--- config.mk ---
export PLATFORM = sky130hd
export DESIGN_NAME = fpx_status_unit
export DESIGN_NICKNAME = d
export VERILOG_FILES = /design/src/rtl/fpx_pkg.sv /design/src/rtl/fpx_exc_track.sv /design/src/rtl/fpx_qcc_reg.sv /design/src/rtl/fpx_ctrl_reg.sv /design/src/rtl/fpx_status_unit.sv
export SDC_FILE = /design/constraint.sdc
export NUM_CORES = 1
export LEC_CHECK = 0
export BUFFER_PORTS_ARGS = -buffer_cell sky130_fd_sc_hd__buf_2
export CAP_MARGIN = 20
export CORE_ASPECT_RATIO = 0.5
export CORE_MARGIN = 5
export CORE_UTILIZATION = 43
export DETAILED_ROUTE_END_ITERATION = 8
export PLACE_DENSITY_LB_ADDON = 0.2
export SETUP_SLACK_MARGIN = 0.5
export SYNTH_ARGS = -nofsm -noshare
export SYNTH_HDL_FRONTEND = slang
export SYNTH_HIERARCHICAL = 1
export SYNTH_SLANG_ARGS = --single-unit
export TNS_END_PERCENT = 20
--- constraint.sdc ---
create_clock -name clk -period 1.62 [get_ports clk]
set_clock_uncertainty 0.15 [all_clocks]
set_input_delay 0.243 -clock clk [delete_from_list [all_inputs] [get_ports clk]]
set_output_delay 0.243 -clock clk [all_outputs]
set_load 0.005 [all_outputs]
--- src/rtl/fpx_pkg.sv ---
package fpx_pkg;
  localparam int EXC_W  = 8;
  localparam int ACC_W  = 5;
  localparam int QUOT_W = 8;
  localparam int CC_W   = 4;
  localparam int CTRL_W = 16;
  localparam int WORD_W = 32;

  // field positions inside the status word
  localparam int ACC_LSB  = 3;
  localparam int EXC_LSB  = 8;
  localparam int QUOT_LSB = 16;
  localparam int CC_LSB   = 24;

  // flag positions inside the per-operation byte
  localparam int F_BSUN  = 7;
  localparam int F_SNAN  = 6;
  localparam int F_OPERR = 5;
  localparam int F_OVFL  = 4;
  localparam int F_UNFL  = 3;
  localparam int F_DZ    = 2;
  localparam int F_INEX2 = 1;
  localparam int F_INEX1 = 0;

  // positions inside the accrued field
  localparam int A_IOP  = 4;
  localparam int A_OVFL = 3;
  localparam int A_UNFL = 2;
  localparam int A_DZ   = 1;
  localparam int A_INEX = 0;

  typedef logic [EXC_W-1:0] exc_t;
  typedef logic [ACC_W-1:0] acc_t;

  // sticky contribution of one set of per-operation flags
  function automatic acc_t accrue_map(input exc_t e);
    acc_t a;
    a         = '0;
    a[A_IOP]  = e[F_SNAN] | e[F_OPERR];
    a[A_OVFL] = e[F_OVFL];
    a[A_UNFL] = e[F_UNFL] & e[F_INEX2];
    a[A_DZ]   = e[F_DZ];
    a[A_INEX] = e[F_INEX1] | e[F_INEX2] | e[F_OVFL];
    return a;
  endfunction

  // per-operation flags after a start and/or end event
  function automatic exc_t exc_step(input exc_t cur, input logic clr,
                                    input logic ld, input exc_t raw);
    exc_t base;
    base = clr ? '0 : cur;
    return ld ? (base | raw) : base;
  endfunction
endpackage

--- src/rtl/fpx_exc_track.sv ---
module fpx_exc_track
  import fpx_pkg::*;
#(
  parameter int XW = EXC_W,
  parameter int AW = ACC_W
) (
  input  logic          clk,
  input  logic          rst_n,
  input  logic          clr_acc,
  input  logic          op_start,
  input  logic          op_end,
  input  logic          op_raises,
  input  logic [XW-1:0] op_exc,
  input  logic          sw_we,
  input  logic [XW-1:0] sw_exc,
  input  logic [AW-1:0] sw_acc,
  output logic [XW-1:0] exc_q,
  output logic [AW-1:0] acc_q
);
  // named internal events
  logic          ev_clear;
  logic          ev_load;
  logic [XW-1:0] exc_nx;
  logic [AW-1:0] acc_add;

  assign ev_clear = op_start & op_raises;
  assign ev_load  = op_end & op_raises;
  assign exc_nx   = exc_step(exc_q, ev_clear, ev_load, op_exc);
  assign acc_add  = ev_load ? accrue_map(exc_nx) : '0;

  always_ff @(posedge clk or negedge rst_n) begin
    if (!rst_n) begin
      exc_q <= '0;
    end else if (sw_we) begin
      exc_q <= sw_exc;
    end else begin
      exc_q <= exc_nx;
    end
  end

  always_ff @(posedge clk or negedge rst_n) begin
    if (!rst_n) begin
      acc_q <= '0;
    end else if (clr_acc) begin
      acc_q <= '0;
    end else if (sw_we) begin
      acc_q <= sw_acc;
    end else begin
      acc_q <= acc_q | acc_add;
    end
  end

  assert_exc_hold_R2: assert property (@(posedge clk) disable iff (!rst_n)
    (!ev_clear && !ev_load && !sw_we) |=> $stable(exc_q));

  assert_acc_sticky_R4: assert property (@(posedge clk) disable iff (!rst_n)
    (!sw_we && !clr_acc) |=> (($past(acc_q) & ~acc_q) == '0));

  assert_acc_clear_R8: assert property (@(posedge clk) disable iff (!rst_n)
    clr_acc |=> (acc_q == '0));

  assert_sw_wins_R10: assert property (@(posedge clk) disable iff (!rst_n)
    sw_we |=> (exc_q == $past(sw_exc)));
endmodule

--- src/rtl/fpx_qcc_reg.sv ---
module fpx_qcc_reg
  import fpx_pkg::*;
#(
  parameter int QW = QUOT_W,
  parameter int CW = CC_W
) (
  input  logic          clk,
  input  logic          rst_n,
  input  logic          quot_we,
  input  logic [QW-1:0] quot_in,
  input  logic          cc_we,
  input  logic [CW-1:0] cc_in,
  input  logic          sw_we,
  input  logic [QW-1:0] sw_quot,
  input  logic [CW-1:0] sw_cc,
  output logic [QW-1:0] quot_q,
  output logic [CW-1:0] cc_q
);
  always_ff @(posedge clk or negedge rst_n) begin
    if (!rst_n) begin
      quot_q <= '0;
      cc_q   <= '0;
    end else if (sw_we) begin
      quot_q <= sw_quot;
      cc_q   <= sw_cc;
    end else begin
      if (quot_we) quot_q <= quot_in;
      if (cc_we)   cc_q   <= cc_in;
    end
  end

  assert_cc_hold_R6: assert property (@(posedge clk) disable iff (!rst_n)
    (!cc_we && !sw_we) |=> $stable(cc_q));

  assert_quot_hold_R5: assert property (@(posedge clk) disable iff (!rst_n)
    (!quot_we && !sw_we) |=> $stable(quot_q));
endmodule

--- src/rtl/fpx_ctrl_reg.sv ---
module fpx_ctrl_reg
  import fpx_pkg::*;
#(
  parameter int KW = CTRL_W
) (
  input  logic          clk,
  input  logic          rst_n,
  input  logic          clr,
  input  logic          we,
  input  logic [KW-1:0] wdata,
  output logic [KW-1:0] ctrl_q
);
  always_ff @(posedge clk or negedge rst_n) begin
    if (!rst_n)   ctrl_q <= '0;
    else if (clr) ctrl_q <= '0;
    else if (we)  ctrl_q <= wdata;
  end

  assert_ctrl_clear_R11: assert property (@(posedge clk) disable iff (!rst_n)
    clr |=> (ctrl_q == '0));

  assert_ctrl_load_R9: assert property (@(posedge clk) disable iff (!rst_n)
    (we && !clr) |=> (ctrl_q == $past(wdata)));
endmodule

--- src/rtl/fpx_status_unit.sv ---
module fpx_status_unit
  import fpx_pkg::*;
#(
  parameter int XW = EXC_W,
  parameter int AW = ACC_W,
  parameter int QW = QUOT_W,
  parameter int CW = CC_W,
  parameter int KW = CTRL_W,
  parameter int WW = WORD_W
) (
  input  logic          clk,
  input  logic          rst_n,
  input  logic          null_restore,
  input  logic          op_start,
  input  logic          op_end,
  input  logic          op_raises,
  input  logic [XW-1:0] op_exc,
  input  logic          quot_we,
  input  logic [QW-1:0] quot_in,
  input  logic          cc_we,
  input  logic [CW-1:0] cc_in,
  input  logic          sw_status_we,
  input  logic          sw_ctrl_we,
  input  logic [WW-1:0] sw_wdata,
  output logic [WW-1:0] status_word,
  output logic [WW-1:0] ctrl_word,
  output logic [XW-1:0] trap_req
);
  localparam int EN_LSB = KW - XW;
  localparam int TOP_W  = WW - CC_LSB - CW;

  logic [XW-1:0] exc_q;
  logic [AW-1:0] acc_q;
  logic [QW-1:0] quot_q;
  logic [CW-1:0] cc_q;
  logic [KW-1:0] ctrl_q;
  logic [XW-1:0] enable_byte;

  fpx_exc_track #(.XW(XW), .AW(AW)) u_exc (
    .clk       (clk),
    .rst_n     (rst_n),
    .clr_acc   (null_restore),
    .op_start  (op_start),
    .op_end    (op_end),
    .op_raises (op_raises),
    .op_exc    (op_exc),
    .sw_we     (sw_status_we),
    .sw_exc    (sw_wdata[EXC_LSB +: XW]),
    .sw_acc    (sw_wdata[ACC_LSB +: AW]),
    .exc_q     (exc_q),
    .acc_q     (acc_q)
  );

  fpx_qcc_reg #(.QW(QW), .CW(CW)) u_qcc (
    .clk     (clk),
    .rst_n   (rst_n),
    .quot_we (quot_we),
    .quot_in (quot_in),
    .cc_we   (cc_we),
    .cc_in   (cc_in),
    .sw_we   (sw_status_we),
    .sw_quot (sw_wdata[QUOT_LSB +: QW]),
    .sw_cc   (sw_wdata[CC_LSB +: CW]),
    .quot_q  (quot_q),
    .cc_q    (cc_q)
  );

  fpx_ctrl_reg #(.KW(KW)) u_ctrl (
    .clk    (clk),
    .rst_n  (rst_n),
    .clr    (null_restore),
    .we     (sw_ctrl_we),
    .wdata  (sw_wdata[KW-1:0]),
    .ctrl_q (ctrl_q)
  );

  assign enable_byte = ctrl_q[EN_LSB +: XW];

  // one gate per exception class
  for (genvar g = 0; g < XW; g++) begin : g_trap
    assign trap_req[g] = exc_q[g] & enable_byte[g];
  end

  assign status_word = {{TOP_W{1'b0}}, cc_q, quot_q, exc_q, acc_q, {ACC_LSB{1'b0}}};
  assign ctrl_word   = {{(WW-KW){1'b0}}, ctrl_q};

  assert_trap_quiet_R7: assert property (@(posedge clk) disable iff (!rst_n)
    null_restore |=> (trap_req == '0));

  assert_top_zero_R9: assert property (@(posedge clk) disable iff (!rst_n)
    ctrl_word[WW-1:KW] == '0);
endmodule

==> run_results.csv, run 1 <==
group,metric,value,unit
status,status,"finished, final reports clean",
clock_tree,cts_max_path_buffers,2,
cells_and_area,fin_area,0.002882,mm^2
timing,setup_violations,0,
route,drtIter0Drc,55,
cells_and_area,num-nets-final,384,
timing,whs,0.01417,ns
route,routedWlPerCell,13.67,um
flow_run,maxCapViolCount,0,
clock_tree,clkLatencyLatePin,0.29,ns
power,vdd_drop_max,0.4407,mV
synth,synth.avg_cell_area,10.56,um^2
floorplan,pin_count,134,
power,cellPowerDensity,872.7,mW/mm^2
clock_tree,cts_htree_levels,2,
global_route,grt_overflow_total,0,
power,leakage,0.001596,uW
clock_tree,numCtsBuffers,5,
floorplan,fp-row-count,18,
placement,placed_cell_area,0.002618,mm^2
clock_tree,cts_sinks,41,
setup_path,path_class,"flip-flop to primary output",
synth,netlist_instances,206,
floorplan,dieArea,0.006666,mm^2
setup_path,end_kind,"primary output",
synth,mappedNetlistArea,0.002175,mm^2
cells_and_area,final_common_cell,"buf_2",
global_route,antenna_found_initial,0,
cells_and_area,area_growth,32.51,%
timing,setup_ws,0.2499,ns
setup_path,start_kind,"flip-flop",
synth,synth-seq-area-share,47.18,%
synth,synth.distinct_cells,30,
global_route,grt_max_degree,42,
synth,ys_ff_latch,41,
route,vias_per_cell,4.598,
clock_tree,cts_tree,"done",
timing,finalMaxSlewViolations,0,
global_route,grt_pass1_wl,8514,um
clock_tree,cts_root_buf,"clkbuf_8",
cells_and_area,drive_gt1_share,45.20,%
route,dr_total_vias,1807,
floorplan,coreArea,0.004910,mm^2
timing,fin_crit,1.370,ns
floorplan,die_y,60.29,um
timing,finalHoldViolations,0,
cells_and_area,antenna_cells,0,
min_path,holdCritPathClass,"input port to flip-flop",
clock_tree,path_clk_slew,0.09,ns
timing,timing.fmax,729.8,MHz
setup_path,worst_ep_arrival_time,0.98,ns
placement,hpwl,3863,um
floorplan,die_w,110.6,um
timing,finalSetupTns,0,ns
timing,rsz0062_at_grt,"yes",
synth,yosys_warnings,6,
route,drt_pre_antenna_iters,4,
route,drc_errors,0,
power,finalPower,2515,uW
setup_path,cp.required,1.23,ns
timing,slew_headroom,64.34,%
floorplan,start_util,44.29,%
global_route,gr-usage-all-layers,16.13,%
route,ant_nets,0,
placement,pre_cts_ws,0.2788,ns
setup_path,crit_fanout,3,
placement,port_buffers,106,
route,routed_wl,5372,um
timing,finalCritPeriodShare,84.58,%
cells_and_area,fillCellCount,460,
cells_and_area,layout_common_cells,"104 x buf_2, 41 x dfrtp_1, 28 x mux2i_1",
placement,gp_congestion,0.7753,
timing,worst_slew_pin_slew,0.5350,ns
global_route,grt_pass1_vias,1765,
## worst max-delay path, stage by stage, from the launching register on
cell and delay, ns:
dfrtp_1 0.41, and2_4 0.17, buf_6 0.10
## worst paths after layout
path | cells after the start | startpoint | endpoint | slack, ns
setup / recovery | 2 | u_exc/exc_q[0] | trap_req[0] | 0.25
hold / removal | 3 | sw_wdata[24] | u_qcc/cc_q[0] | 0.01
setup reg to reg | 4 | u_exc/exc_q[0] | u_exc/acc_q[0] | 0.29
hold reg to reg | 2 | u_ctrl/ctrl_q[0] | u_ctrl/ctrl_q[0] | 0.38
max in group asynchronous | 3 | rst_n | u_qcc/cc_q[0] | 0.55
min in group asynchronous | 3 | rst_n | u_ctrl/ctrl_q[7] | 0.39
## cell usage after synthesis, drive strengths merged
| master | instances | area, um^2 |
|---|---|---|
| a211oi | 1 | 7.510 |
| a21oi | 1 | 5.000 |
| o31ai | 2 | 20.02 |
| a311oi | 1 | 15.01 |
| conb | 1 | 3.750 |
| a22oi | 7 | 52.55 |
| o21ai | 22 | 125.1 |
| a221oi | 4 | 60.06 |
| a21boi | 1 | 7.510 |
| dfrtp | 41 | 1026 |
| and2 | 9 | 58.81 |
| mux2i | 28 | 280.3 |
| a2bb2oi | 2 | 17.52 |
| nor2 | 21 | 78.83 |
| buf | 33 | 279.0 |
| inv | 5 | 18.77 |
| o221ai | 1 | 8.760 |
| clkbuf | 2 | 8.750 |
| nor2b | 3 | 18.77 |
| and2b | 1 | 7.510 |
| nand2 | 20 | 75.07 |
## logic make-up (layout without fill, tap and decap cells)
family / count (synthesis) / in the layout / share of synthesized area (%)
AND/OR/NAND/NOR: 54 / 54 / 10.99
AO/OA/AOI/OAI: 42 / 42 / 14.67
flip-flops: 41 / 41 / 47.18
buffers and inverters: 40 / 135 / 14.10
multiplexers: 28 / 28 / 12.89
other: 1 / 23 / 0.1724
## registers in the layout, summed over array words and instances, names as in the netlist
| name | count |
|---|---|
| u_ctrl/ctrl_q | 16 |
| u_exc/acc_q | 5 |
| u_exc/exc_q | 8 |
| u_qcc/cc_q | 4 |
| u_qcc/quot_q | 8 |
## per-layer routing
metal | global-route usage [%] | share of wire [%]
met5 | 0 | 0
met1 | 19.24 | 42
met4 | 4.211 | 0.50
met3 | 5.359 | 8.7
met2 | 28.79 | 49
## power by group
part	internal (uW)	switching, uW
sequential	1100	45.2
clock	502	377
combinational	246	244
## what timing repair did
action,CTS,global route
endpoints found under the setup margin,54,99
hold buffers,1,0
pin swaps,8,3
buffers inserted,7,4
resized for setup,4,8
endpoints found under the hold margin,41,0
## final cells by class
cell class	count	area, um^2	share of cell area, %
clock inverters	2	37.54	1.303
repair buffers	122	669.4	23.23
inverters	5	18.77	0.6513
clock buffers	6	82.58	2.866
well taps	70	87.58	3.040
flip-flops and latches	41	1026	35.61
multi-input cells	147	959.7	33.30
## through the flow
step	utilization [%]	instances
4_1_cts	57.26	389
5_1_grt	58.69	393
3_5_place_dp	53.31	373
6_report	58.69	393
2_1_floorplan	-	228
3_3_place_gp	53.31	373
No activity file was read; power rests on OpenSTA's default activity.
==> inputs of run 2 (changes only) <==
--- a/config.mk
+++ b/config.mk
@@ -5,6 +5,7 @@
 export SDC_FILE = /design/constraint.sdc
 export NUM_CORES = 1
 export LEC_CHECK = 0
+export ABC_AREA = 1
 export BUFFER_PORTS_ARGS = -buffer_cell sky130_fd_sc_hd__buf_2
 export CAP_MARGIN = 20
 export CORE_ASPECT_RATIO = 0.5
==> constraint.sdc (replaced) <==
create_clock -name clk -period 1.3 [get_ports clk]
set_clock_uncertainty 0.15 [all_clocks]
set_input_delay 0.195 -clock clk [delete_from_list [all_inputs] [get_ports clk]]
set_output_delay 0.195 -clock clk [all_outputs]
set_load 0.005 [all_outputs]
==> run 2 against run 1 <==
Sequential cell count is the same. Count of clock-buffer cells in the layout stayed put. The flow now finishes with violations (hold timing). First-iteration DRC count increased by 84%.
==> run_results.csv, run 2 <==
group,metric,value,unit
clock_tree,numCtsBuffers,5,
timing,finalHoldViolations,60,
clock_tree,path_clk_slew,0.08,ns
power,cellPowerDensity,980.6,mW/mm^2
status,violations,"hold timing",
global_route,gr-usage-all-layers,17.44,%
placement,port_buffers,106,
synth,synth_edf_count,0,
setup_path,r2r_slack,0.16,ns
floorplan,pin_count,134,
timing,timing.fmax,801.9,MHz
setup_path,worst_ep_arrival_time,0.90,ns
clock_tree,cts_tree,"done",
route,routedWlPerCell,12.91,um
route,routed_wl,5708,um
synth,yosys_warnings,6,
cells_and_area,layout_common_cells,"102 x buf_2, 71 x nand2_1, 43 x nand3_1",
cells_and_area,antenna_cells,0,
synth,netlist_instances,256,
synth,synth-seq-area-share,48.35,%
floorplan,die_y,59.68,um
cells_and_area,drive_gt1_share,43.28,%
clock_tree,clkLatencyLatePin,0.28,ns
floorplan,die_w,109.3,um
setup_path,max_stage_delay,0.41,ns
synth,synth.avg_cell_area,8.289,um^2
floorplan,start_util,43.82,%
cells_and_area,final_util,60.05,%
clock_tree,cts_max_path_buffers,2,
global_route,grt_max_degree,42,
floorplan,dieArea,0.006525,mm^2
timing,rsz0062_at_grt,"yes",
timing,setup_violations,0,
synth,synthArstFlopShare,100.0,%
route,drc_errors,0,
min_path,holdCritPathClass,"input port to asynchronous set/reset pin",
synth,synth.most_common_cell,"nand2_1",
synth,synth.top_cells.by_count,"84 x nand2_1, 47 x nand3_1, 41 x dfrtp_1, 27 x buf_4, 9 x inv_1",
synth,synth_ff_type,"dfrtp_1",
setup_path,crit_chain,"nand2_1 -> inv_1 -> buf_2",
synth,synth_top_area_share,48.35,%
timing,finalMaxSlewViolations,0,
power,leakage,0.001703,uW
setup_path,critical-path-top-delay-family,"flip-flops",
power,vdd_drop_max,0.4775,mV
cells_and_area,num-nets-final,433,
global_route,grt_overflow_total,0,
cells_and_area,area_growth,37.03,%
timing,whs,-0.1056,ns
global_route,antenna_found_initial,0,
cells_and_area,largest_register_ffs,16,
flow_run,maxCapViolCount,0,
status,status,"finished, violations left",
global_route,grt_pass1_vias,1901,
clock_tree,cts_root_buf,"clkbuf_8",
setup_path,cp_num_buf_inv,2,
power,finalPower,2851,uW
floorplan,coreArea,0.004842,mm^2
synth,ys_ff_latch,41,
setup_path,cp.required,0.95,ns
synth,mappedNetlistArea,0.002122,mm^2
route,dr_total_vias,2025,
setup_path,r2r_start,"u_exc/exc_q[5]",
setup_path,end_kind,"primary output",
setup_path,start_kind,"flip-flop",
route,drt_pre_antenna_iters,4,
setup_path,path_class,"flip-flop to primary output",
timing,fin_crit,1.247,ns
floorplan,fp-row-count,18,
cells_and_area,regMostFlops,"u_ctrl/ctrl_q",
route,vias_per_cell,4.581,
cells_and_area,final_common_cell,"buf_2",
clock_tree,cts_sinks,41,
synth,synthTopCellsByArea,"dfrtp_1 48%, nand2_1 15%, nand3_1 11%, buf_4 9.6%, inv_1 1.6%",
timing,finalCritPeriodShare,95.93,%
placement,gp_congestion,0.7201,
route,drtIter0Drc,101,
placement,hpwl,4193,um
global_route,grt_pass1_wl,8907,um
cells_and_area,top_regs,"u_ctrl/ctrl_q (16), u_exc/exc_q (8), u_qcc/quot_q (8)",
synth,synth_area_leader_cell,"dfrtp_1",
route,ant_nets,0,
setup_path,r2r_cells,5,
setup_path,rr_endpoint,"u_exc/acc_q[4]",
clock_tree,hold_buffers,1,
synth,synth.distinct_cells,21,
setup_path,cp_slowest_cell,"dfrtp_1",
clock_tree,cts_htree_levels,2,
setup_path,crit_fanout,3,
run 2: through the flow:
step                      hold slack (ns)  instances  setup WS, ns  area (um^2)  setup TNS [ns]
after detailed placement          0.03792        424      -0.02151         2630        -0.06857
after floorplan                   -0.2506        278        0.2998         2252               0
after CTS                        -0.03101        436       0.03087         2745               0
after global placement            0.03094        424       0.01331         2630               0
final                             -0.1056        442       0.05297         2908               0
after global routing             -0.09088        442      -0.01591         2908        -0.04920
run 2: where the power goes:
| part | internal (uW) | total [uW] | switching [uW] | leakage (uW) |
|---|---|---|---|---|
| clock | 373 | 798 | 426 | 0.0000450 |
| sequential | 1370 | 1440 | 62.2 | 0.000517 |
| combinational | 285 | 618 | 333 | 0.00114 |
| total | 2030 | 2850 | 821 | 0.00170 |
run 2: what timing repair did:
item                       4_1_cts  5_1_grt
gates resized for setup          0       36
setup buffers                    3        6
setup endpoints to repair       74      120
pin swaps                        8       42
hold endpoints to repair        63       61
gates cloned                     0        0
run 2: worst max path at each step:
stage,from,to,depth (start not counted)
2_1_floorplan,u_exc/acc_q[0],u_exc/acc_q[0],3
3_3_place_gp,sw_status_we,u_qcc/quot_q[2],5
3_5_place_dp,sw_status_we,u_qcc/quot_q[5],5
4_1_cts,u_exc/exc_q[4],trap_req[4],3
5_1_grt,u_ctrl/ctrl_q[13],trap_req[5],3
6_report,u_exc/exc_q[5],trap_req[5],3
run 2: worst min-delay path, cell delays in order:
cell	delay [ns]
dlymetal6s4s_1	0.16
buf_2	0.12
buf_12	0.23
run 2: cell type report:
cell class / count / area, um^2
Fill cell: 464 / 1934
Tap cell: 70 / 87.58
Clock buffer: 6 / 72.57
Inverter: 13 / 56.30
Sequential cell: 41 / 1026
Multi-Input combinational cell: 191 / 968.4
Clock inverter: 2 / 10.01
Timing Repair Buffer: 119 / 686.9
run 2: kinds of logic after synthesis:
logic type | synth area share [%]
and+or+nand+nor | 30.72
buffers and inverters | 14.15
DFF | 48.35
AOI/OAI and AO/OA | 5.189
muxes | 1.415
other | 0.1767
run 2: metal layers:
layer / GRT usage [%] / up-vias / wire, um / part of all wire (%)
met5: 0 / - / 0 / 0
met3: 3.991 / 4 / 525 / 9.2
met2: 29.92 / 93 / 2817 / 49
met4: 3.197 / 0 / 38 / 0.67
li1: - / 1009 / - / -
met1: 23.12 / 919 / 2327 / 41
==> inputs of run 3 (changes only) <==
--- a/config.mk
+++ b/config.mk
@@ -10,10 +10,12 @@
 export CAP_MARGIN = 20
 export CORE_ASPECT_RATIO = 0.5
 export CORE_MARGIN = 5
-export CORE_UTILIZATION = 43
+export CORE_UTILIZATION = 38
 export DETAILED_ROUTE_END_ITERATION = 8
+export GPL_TIMING_DRIVEN = 0
 export PLACE_DENSITY_LB_ADDON = 0.2
 export SETUP_SLACK_MARGIN = 0.5
+export SKIP_CTS_REPAIR_TIMING = 1
 export SYNTH_ARGS = -nofsm -noshare
 export SYNTH_HDL_FRONTEND = slang
 export SYNTH_HIERARCHICAL = 1
==> constraint.sdc (replaced) <==
create_clock -name clk -period 1.1 [get_ports clk]
set_clock_uncertainty 0.15 [all_clocks]
set_input_delay 0.165 -clock clk [delete_from_list [all_inputs] [get_ports clk]]
set_output_delay 0.165 -clock clk [all_outputs]
set_load 0.005 [all_outputs]
==> run 3 against run 2 <==
The flow finishes with violations (hold timing, setup timing). Via count grew 3.2%. Design area rose by 4.6%. Non-clock buffer count is 22 higher. Total power is 24% higher. Critical path type unchanged.
==> run_results.csv, run 3 (synthesis gave the netlist of run 2 again) <==
group,metric,value,unit
power,finalPower,3532,uW
clock_tree,cts_tree,"done",
placement,port_buffers,103,
cells_and_area,antenna_cells,0,
power,vdd_drop_max,0.4951,mV
route,vias_per_cell,4.473,
route,routedWlPerCell,12.60,um
timing,finalMaxSlewViolations,0,
setup_path,path_class,"flip-flop to primary output",
clock_tree,cts_max_path_buffers,2,
route,drt_pre_antenna_iters,4,
setup_path,r2r_start,"u_exc/exc_q[3]",
route,routed_wl,5884,um
setup_path,end_kind,"primary output",
cells_and_area,largest_register_ffs,16,
setup_path,cp_slowest_cell,"dfrtp_1",
global_route,antenna_found_initial,0,
timing,finalHoldViolations,77,
timing,rsz0062_at_grt,"yes",
timing,worst_slew_pin_slew,0.5729,ns
clock_tree,path_clk_slew,0.08,ns
cells_and_area,drive_gt1_share,43.91,%
global_route,grt_util_met2,28.10,%
power,leakage,0.001816,uW
floorplan,die_y,62.84,um
power,cellPowerDensity,1161,mW/mm^2
setup_path,crit_chain,"nand2_1 -> inv_1 -> buf_2",
setup_path,cp_num_buf_inv,2,
floorplan,pin_count,134,
clock_tree,numCtsBuffers,5,
route,drc_errors,0,
global_route,gr-usage-all-layers,16.07,%
floorplan,coreArea,0.005444,mm^2
cells_and_area,top_regs,"u_ctrl/ctrl_q (16), u_exc/exc_q (8), u_qcc/quot_q (8)",
setup_path,start_kind,"flip-flop",
clock_tree,clkLatencyLatePin,0.29,ns
route,dr_total_vias,2089,
cells_and_area,fillCellCount,518,
placement,pre_cts_ws,-0.1281,ns
timing,timing.fmax,805.6,MHz
status,violations,"hold timing, setup timing",
timing,finalCritPeriodShare,112.8,%
cells_and_area,fin_cells,467,
timing,fin_crit,1.241,ns
setup_path,cp.required,0.78,ns
setup_path,max_stage_delay,0.41,ns
cells_and_area,area_growth,43.40,%
timing,slew_headroom,61.81,%
setup_path,r2r_slack,-0.01,ns
setup_path,critical-path-top-delay-family,"flip-flops",
global_route,grt.busiest_layer,"met2",
placement,dpl.cell_count,454,
cells_and_area,regMostFlops,"u_ctrl/ctrl_q",
floorplan,die_w,115.7,um
cells_and_area,final_common_cell,"buf_2",
setup_path,worst_ep_arrival_time,0.93,ns
global_route,use_met1,20.02,%
setup_path,r2r_cells,5,
placement,gp_congestion,0.7666,
flow_run,maxCapViolCount,0,
timing,finalSetupTns,-1.953,ns
cells_and_area,layout_common_cells,"102 x buf_2, 79 x nand2_1, 44 x nand3_1",
global_route,grt_overflow_total,0,
timing,setup_violations,50,
placement,hpwl,4546,um
clock_tree,cts_root_buf,"clkbuf_8",
cells_and_area,final_util,55.90,%
floorplan,dieArea,0.007269,mm^2
route,ant_nets,0,
global_route,grt_pass1_wl,9528,um
setup_path,crit_fanout,3,
global_route,grt_use_met3,3.772,%
route,drtIter0Drc,77,
global_route,grt_pass1_vias,2079,
cells_and_area,num-nets-final,455,
min_path,holdCritPathClass,"input port to asynchronous set/reset pin",
timing,setup_ws,-0.1413,ns
floorplan,fp-row-count,19,
status,status,"finished, violations left",
timing,whs,-0.2605,ns
floorplan,start_util,38.98,%
global_route,grt_max_degree,42,
clock_tree,cts_htree_levels,2,
clock_tree,cts_sinks,41,
setup_path,rr_endpoint,"u_exc/acc_q[2]",
==> run 3: cell count changes in the layout (fill, tap and decap cells not counted), sizes merged <==
cell / delta
clkbuf: +1
dlymetal6s4s: -1
buf: +23
clkinv: -1
==> run 3: worst max-delay path by stage <==
stage	from	to	slack [ns]	cells past startpoint
final	u_exc/exc_q[1]	trap_req[1]	-0.14	3
after global routing	u_exc/exc_q[7]	trap_req[7]	-0.21	3
after CTS	u_exc/exc_q[1]	trap_req[1]	-0.15	3
after detailed placement	sw_status_we	u_exc/acc_q[0]	-0.13	5
after global placement	sw_status_we	u_exc/acc_q[0]	-0.09	5
after floorplan	u_exc/acc_q[0]	u_exc/acc_q[0]	0.1	3
==> run 3: through the flow <==
step	cell area, um^2	hold slack, ns
CTS	2959	-0.1074
finish	3043	-0.2605
floorplan	2251	-0.2806
global placement	2858	0.1993
detailed placement	2858	0.2129
global route	3043	-0.2182
==> run 3: cell type report <==
class                      count  area [um^2]  area share, %
inverter                      13        56.30          1.850
sequential                    41         1026          33.72
clock buffer                   7        96.34          3.166
clock inverter                 1        5.005         0.1645
multi-input combinational    191        918.4          30.18
buffer                        33        285.3          9.375
timing repair buffer         108        564.3          18.54
tap                           73        91.34          3.002
==> run 3: worst reg2reg max path, cell delays in order, from the launching register on <==
cell,delay (ns)
dfrtp_1,0.38
buf_4,0.13
nand2_2,0.05
a21oi_2,0.14
nand2_1,0.09
a21oi_2,0.11
==> run 3: metal layers <==
layer | vias up | share of wire (%)
li1 | 1053 | -
met1 | 942 | 43
met2 | 89 | 49
met3 | 5 | 8.2
met4 | 0 | 0.56
met5 | - | 0
==> run 3: where the power goes <==
part           switching, uW  total (uW)  internal, uW  leakage (uW)
sequential              72.3        1690          1620      0.000517
clock                    513        1080           567     0.0000542
combinational            387         756           369       0.00124
